--- config.mk ---
export PLATFORM = sky130hd
export DESIGN_NAME = grouped_counter
export DESIGN_NICKNAME = d
export VERILOG_FILES = /design/src/rtl/gcnt_pkg.sv /design/src/rtl/gcnt_carry_chain.sv /design/src/rtl/gcnt_group.sv /design/src/rtl/grouped_counter.sv
export SDC_FILE = /design/constraint.sdc
export NUM_CORES = 1
export LEC_CHECK = 0
export BUFFER_PORTS_ARGS = -buffer_cell sky130_fd_sc_hd__buf_2
export CORE_AREA = 4 4 41 43
export CTS_BUF_LIST = sky130_fd_sc_hd__clkbuf_16
export CTS_CLUSTER_SIZE = 12
export DETAILED_ROUTE_END_ITERATION = 16
export DIE_AREA = 0 0 45 47
export GPL_ROUTABILITY_DRIVEN = 0
export SETUP_SLACK_MARGIN = 0.15
export SLEW_MARGIN = 20
export SYNTH_ARGS = -nofsm -noshare
export SYNTH_HDL_FRONTEND = slang
export SYNTH_SLANG_ARGS = --single-unit
--- constraint.sdc ---
create_clock -name clk -period 1.7 [get_ports clk]
set_clock_uncertainty 0.05 [all_clocks]
set_input_delay 0.17 -clock clk [delete_from_list [all_inputs] [get_ports clk]]
set_output_delay 0.17 -clock clk [all_outputs]
set_load 0.005 [all_outputs]
--- src/rtl/gcnt_pkg.sv ---
package gcnt_pkg;
    localparam int GROUP_W = 4;
    typedef logic [GROUP_W-1:0] grp_t;
endpackage

--- src/rtl/gcnt_carry_chain.sv ---
// Serial AND chain between groups: stage k+1 carry = stage k carry AND group k full.
module gcnt_carry_chain #(
    parameter int NUM_GROUPS = 2
) (
    input  logic                  chain_in,
    input  logic [NUM_GROUPS-1:0] grp_full,
    output logic [NUM_GROUPS:0]   grp_cin
);
    assign grp_cin[0] = chain_in;
    for (genvar k = 0; k < NUM_GROUPS; k++) begin : g_link
        assign grp_cin[k+1] = grp_cin[k] & grp_full[k];
    end
endmodule

--- src/rtl/gcnt_group.sv ---
// One four-bit section: every bit forms its own toggle term in parallel.
module gcnt_group
    import gcnt_pkg::*;
(
    input  logic clk,
    input  logic rst,
    input  logic grp_cin,
    output grp_t q,
    output logic grp_full
);
    grp_t tog;

    for (genvar i = 0; i < GROUP_W; i++) begin : g_tog
        if (i == 0) begin : g_lsb
            assign tog[i] = grp_cin;
        end else begin : g_upper
            assign tog[i] = grp_cin & (&q[i-1:0]);
        end
    end

    assign grp_full = &q;

    always_ff @(posedge clk) begin
        if (rst) q <= '0;
        else     q <= q ^ tog;
    end

    // a group with no incoming carry holds
    a_r8_group_hold: assert property (@(posedge clk) disable iff (rst)
        !grp_cin |=> $stable(q));
endmodule

--- src/rtl/grouped_counter.sv ---
module grouped_counter
    import gcnt_pkg::*;
#(
    parameter int NUM_GROUPS = 2
) (
    input  logic                            clk,
    input  logic                            rst,
    input  logic                            count_en,
    input  logic                            carry_en,
    output logic [NUM_GROUPS*GROUP_W-1:0]   count,
    output logic                            carry_out
);
    localparam int CNT_W = NUM_GROUPS * GROUP_W;

    logic [NUM_GROUPS-1:0] full;
    logic [NUM_GROUPS:0]   cin;

    gcnt_carry_chain #(.NUM_GROUPS(NUM_GROUPS)) u_chain (
        .chain_in (count_en & carry_en),
        .grp_full (full),
        .grp_cin  (cin)
    );

    for (genvar k = 0; k < NUM_GROUPS; k++) begin : g_grp
        grp_t q_k;
        gcnt_group u_grp (
            .clk      (clk),
            .rst      (rst),
            .grp_cin  (cin[k]),
            .q        (q_k),
            .grp_full (full[k])
        );
        assign count[k*GROUP_W +: GROUP_W] = q_k;

        if (k > 0) begin : g_chk
            // an upper group moves only after all lower bits were one
            a_r7_group_carry: assert property (@(posedge clk) disable iff (rst)
                (count[k*GROUP_W +: GROUP_W] != $past(count[k*GROUP_W +: GROUP_W]))
                |-> (&$past(count[k*GROUP_W-1:0])));
        end
    end

    assign carry_out = cin[NUM_GROUPS];

    // synchronous clear
    a_r1_reset_clears: assert property (@(posedge clk)
        rst |=> (count == '0));
    // enabled step adds one, wrapping
    a_r2_increment: assert property (@(posedge clk) disable iff (rst)
        (count_en && carry_en) |=> (count == CNT_W'($past(count) + 1'b1)));
    // no count enable, no change
    a_r3_hold: assert property (@(posedge clk) disable iff (rst)
        !count_en |=> $stable(count));
    // carry enable low blocks carry-out and counting
    a_r4_carry_gate: assert property (@(posedge clk) disable iff (rst)
        !carry_en |-> (!carry_out ##1 $stable(count)));
    // carry-out only at all ones
    a_r5_carry_out: assert property (@(posedge clk) disable iff (rst)
        carry_out |-> (&count));
endmodule

Word-level counts from Yosys, hierarchy flattened
Cells that the tools add are included.

cells by class
  bitwise operators = 11
  reductions and logical operators = 6

operators with widths
  operator             count
  1-bit bitwise AND    9
  4-bit AND reduction  2
  4-bit XOR            2
  3-bit AND reduction  2
  2-bit AND reduction  2

word-level totals
  register bits after elaboration = 8
  input bits = 4
  output and inout bits = 9

Longest topological paths before layout
  depth in word-level cells = 4
  depth in mapped cells = 5

Hierarchy
A second synthesis with hierarchy kept.

unflattened totals
  cells, all modules = 38
  area total of the unflattened synthesis = 376.6 µm²

modules (own cells, without submodules)
  module            times used  cells each  area each (µm²)  seq. area each (µm²)
  gcnt_group        2           17          175.2            80.1
  gcnt_carry_chain  1           3           20.0             0.0
  grouped_counter   1           1           6.3              0.0

Worst setup path before layout
OpenSTA, ideal clock, no wires.

  path kind = flip-flop to flip-flop
  start point = reg g_grp[0].u_grp.q[0]
  end point = reg g_grp[1].u_grp.q[3]
  data arrival time = 1.136 ns
  path slack = 0.444 ns
  stages on the path, launching flop included = 4
  period minus slack after synthesis = 1.256 ns
  cells stage by stage = dfxtp_1 > nand4_4 > or4_1 > a21oi_1

between the ends
  cells in the longest elaborated chain, start to end = 4

RTL lines
  item                      RTL line                RTL
  start: declaration        gcnt_group.sv:8         output grp_t q,
  start signal: assignment  gcnt_group.sv:25        else q <= q ^ tog;
  4-bit AND reduction       gcnt_group.sv:21        assign grp_full = &q;
  1-bit bitwise AND         gcnt_carry_chain.sv:11  assign grp_cin[k+1] = grp_cin[k] & grp_full[k];
  1-bit bitwise AND         gcnt_group.sv:17        assign tog[i] = grp_cin & (&q[i-1:0]);
  4-bit XOR                 gcnt_group.sv:25
  end signal: assignment    gcnt_group.sv:25
  end: declaration          gcnt_group.sv:8

Every way passes these cells.
A chain may end at the register's enable or synchronous reset.

Worst setup path in the final report
  start point = reg g_grp[0].u_grp.q[3]
  end point = out carry_out

between the ends
  cells in the longest elaborated chain, start to end = 3

RTL lines
  item                             RTL line                RTL
  4-bit AND reduction              gcnt_group.sv:21
  1-bit bitwise AND (2 in series)  gcnt_carry_chain.sv:11
  end: declaration                 grouped_counter.sv:11   output logic carry_out

Every way passes these cells.

==> metrics.cfg <==
[synth]
ys_types = 16
synth_edf_count = 0
synth_commonest_cells = dfxtp_1 (8), a21oi_1 (3), inv_1 (3), nor2_1 (3), xnor2_1 (3)
synth_top_cell_by_area = dfxtp_1
syn-cell-area_um2 = 349
synthCells = 36
synth-async-reset-ratio = 0
yosysWarnings = 0
avgSynthCellArea_um2 = 9.70
synth_fp_nets = 42
synth_flop_cell = dfxtp_1
synth_top_area_frac = 0.459
synth-seq-area-share = 0.459
synth_most_common_cell = dfxtp_1
ys_seq_elements = 8
synth_top_cells_by_area = dfxtp_1 (46%), xnor2_1 (7.5%), ha_1 (7.2%)

[power_and_ir_drop]
power.total_mw = 0.599
power_density_nw_per_um2 = 1190
ir_worst_vdd_mv = 0.577
p_leak_nw = 0.218

[routing]
postRouteAntennaNets = 0
drc_errors = 0
vias_per_cell = 4.62
drtPass1Iterations = 2
routed-via-count = 305
drt-initial-drc-count = 1
avgRoutedWirePerCell_um = 10.6
drt-total-wl_um = 697

[finish]
synthToLayoutAreaGrowth_pct = 44.1
finalInstanceArea_um2 = 503
n_fill_cell = 138
multi_input_area_um2 = 178
top_register = g_grp.u_grp.q
post_route_cells_drive_above_1_share = 0.353
insertedDiodeCount = 0
largest_register_ffs = 8
postLayoutCoreUtil = 0.387
final_nets = 59
layout.cells.non_filler = 66
largest_registers = g_grp.u_grp.q x8
ff_latch_area_um2 = 160

[cts]
clk_latency_ps = 230
numCtsBuffers = 3
cts_num_sinks = 8
clk_pin_slew_ps = 40
cts_buffer_depth = 2
post_cts_resized = 0
tritoncts = yes
cts.hold.buffers_added = 0
cts_setup_buffers = 0
clockRootBuffer = clkbuf_16
h-tree-depth = 1

[die]
design.core.area_um2 = 1300
die_area_um2 = 2120
fp.dieH_um = 47
rows = 13
io_pins = 13
die_x_um = 45
initial_core_util = 0.268

[grt]
grt_pass1_vias = 285
grt_pass1_wl_um = 1180
grt_max_degree = 10
antenna_found_initial = 0
track_usage = 0.0816
grt_overflow = 0

[hold_path]
min_path_type = primary input to flop

[sta]
rsz0062_at_grt = false
min_period_ps = 1400
period_share = 0.824
finalHoldViolCount = 0
relSlewSlack = 0.856
timing.fmax_mhz = 714
final.setup.worst_slack_ps = 300
whs_ps = 174
finalSetupViolations = 0
worstMarginPinSlew_ps = 214
slew_violations = 0
fin_setup_tns_ps = 0

[place]
dpl.hpwl_um = 520
io_buffers = 12
dpl.cell_count = 63
postPlaceCellArea_um2 = 428
place_ws_ps = 391

[setup_path]
required_ps = 1480
critPathArrivalTime_ps = 1180
path_class = flop to primary output
cp_max_fo = 5
cp-start-kind = flop
cp-end-kind = primary output

[outcome]
status = completed

[job]
maxCapViolCount = 0

[routing by layer]
metal / GRT usage / share of wire
met4: 0.0702 / 0.017
met5: 0 / 0
met2: 0.105 / 0.39
met1: 0.103 / 0.49
met3: 0.0345 / 0.090
[report_power, final]
group	total, mW	switching (mW)	internal (mW)
Combinational	0.0173	0.00882	0.00853
Sequential	0.195	0.00356	0.192
Clock	0.386	0.0837	0.302
Total	0.599	0.0961	0.503
[worst max-delay path: stages (launching register included)]
cell,delay [ps]
dfxtp_1,370
nand4_1,200
nor3_1,230
buf_2,140
[layout by cell type, fill, tap and decap left out]
master	instances
or3_2	2
ha_1	2
nor3_1	2
nand4_1	1
a21oi_1	3
nor2b_1	2
o21ai_0	2
or4_1	1
o31ai_1	1
clkbuf_16	3
nor2_1	3
nand2_1	1
dfxtp_1	8
nand4_4	1
inv_1	3
xnor2_1	3
buf_2	12
and2_1	1
[path summary, 6_finish.rpt]
check                 startpoint                   to  slack (ps)  cells after the start
max reg2reg  g_grp[0].u_grp.q[1]  g_grp[1].u_grp.q[3]         390                      3
min reg2reg  g_grp[1].u_grp.q[3]  g_grp[1].u_grp.q[3]         450                      2
min                          rst  g_grp[0].u_grp.q[1]         170                      2
max          g_grp[0].u_grp.q[3]            carry_out         300                      3
[area by class of cell]
| cell class | count | share of cell area |
|---|---|---|
| clock buffer | 3 | 0.149 |
| inverter | 3 | 0.0224 |
| multi-input combinational | 25 | 0.353 |
| sequential | 8 | 0.318 |
| tap | 15 | 0.0373 |
| timing repair buffer | 12 | 0.119 |
[cells by family (layout without fill, tap and decap cells)]
logic type	after synthesis	count (layout)	synth area share
compound gates	6	6	0.0932
xor+xnor	3	3	0.0753
fa+ha+maj	2	2	0.0717
buf+inv	3	18	0.0323
flops	8	8	0.459
simple gates	14	14	0.269
Note: power is estimated with default switching activity, not from simulation.
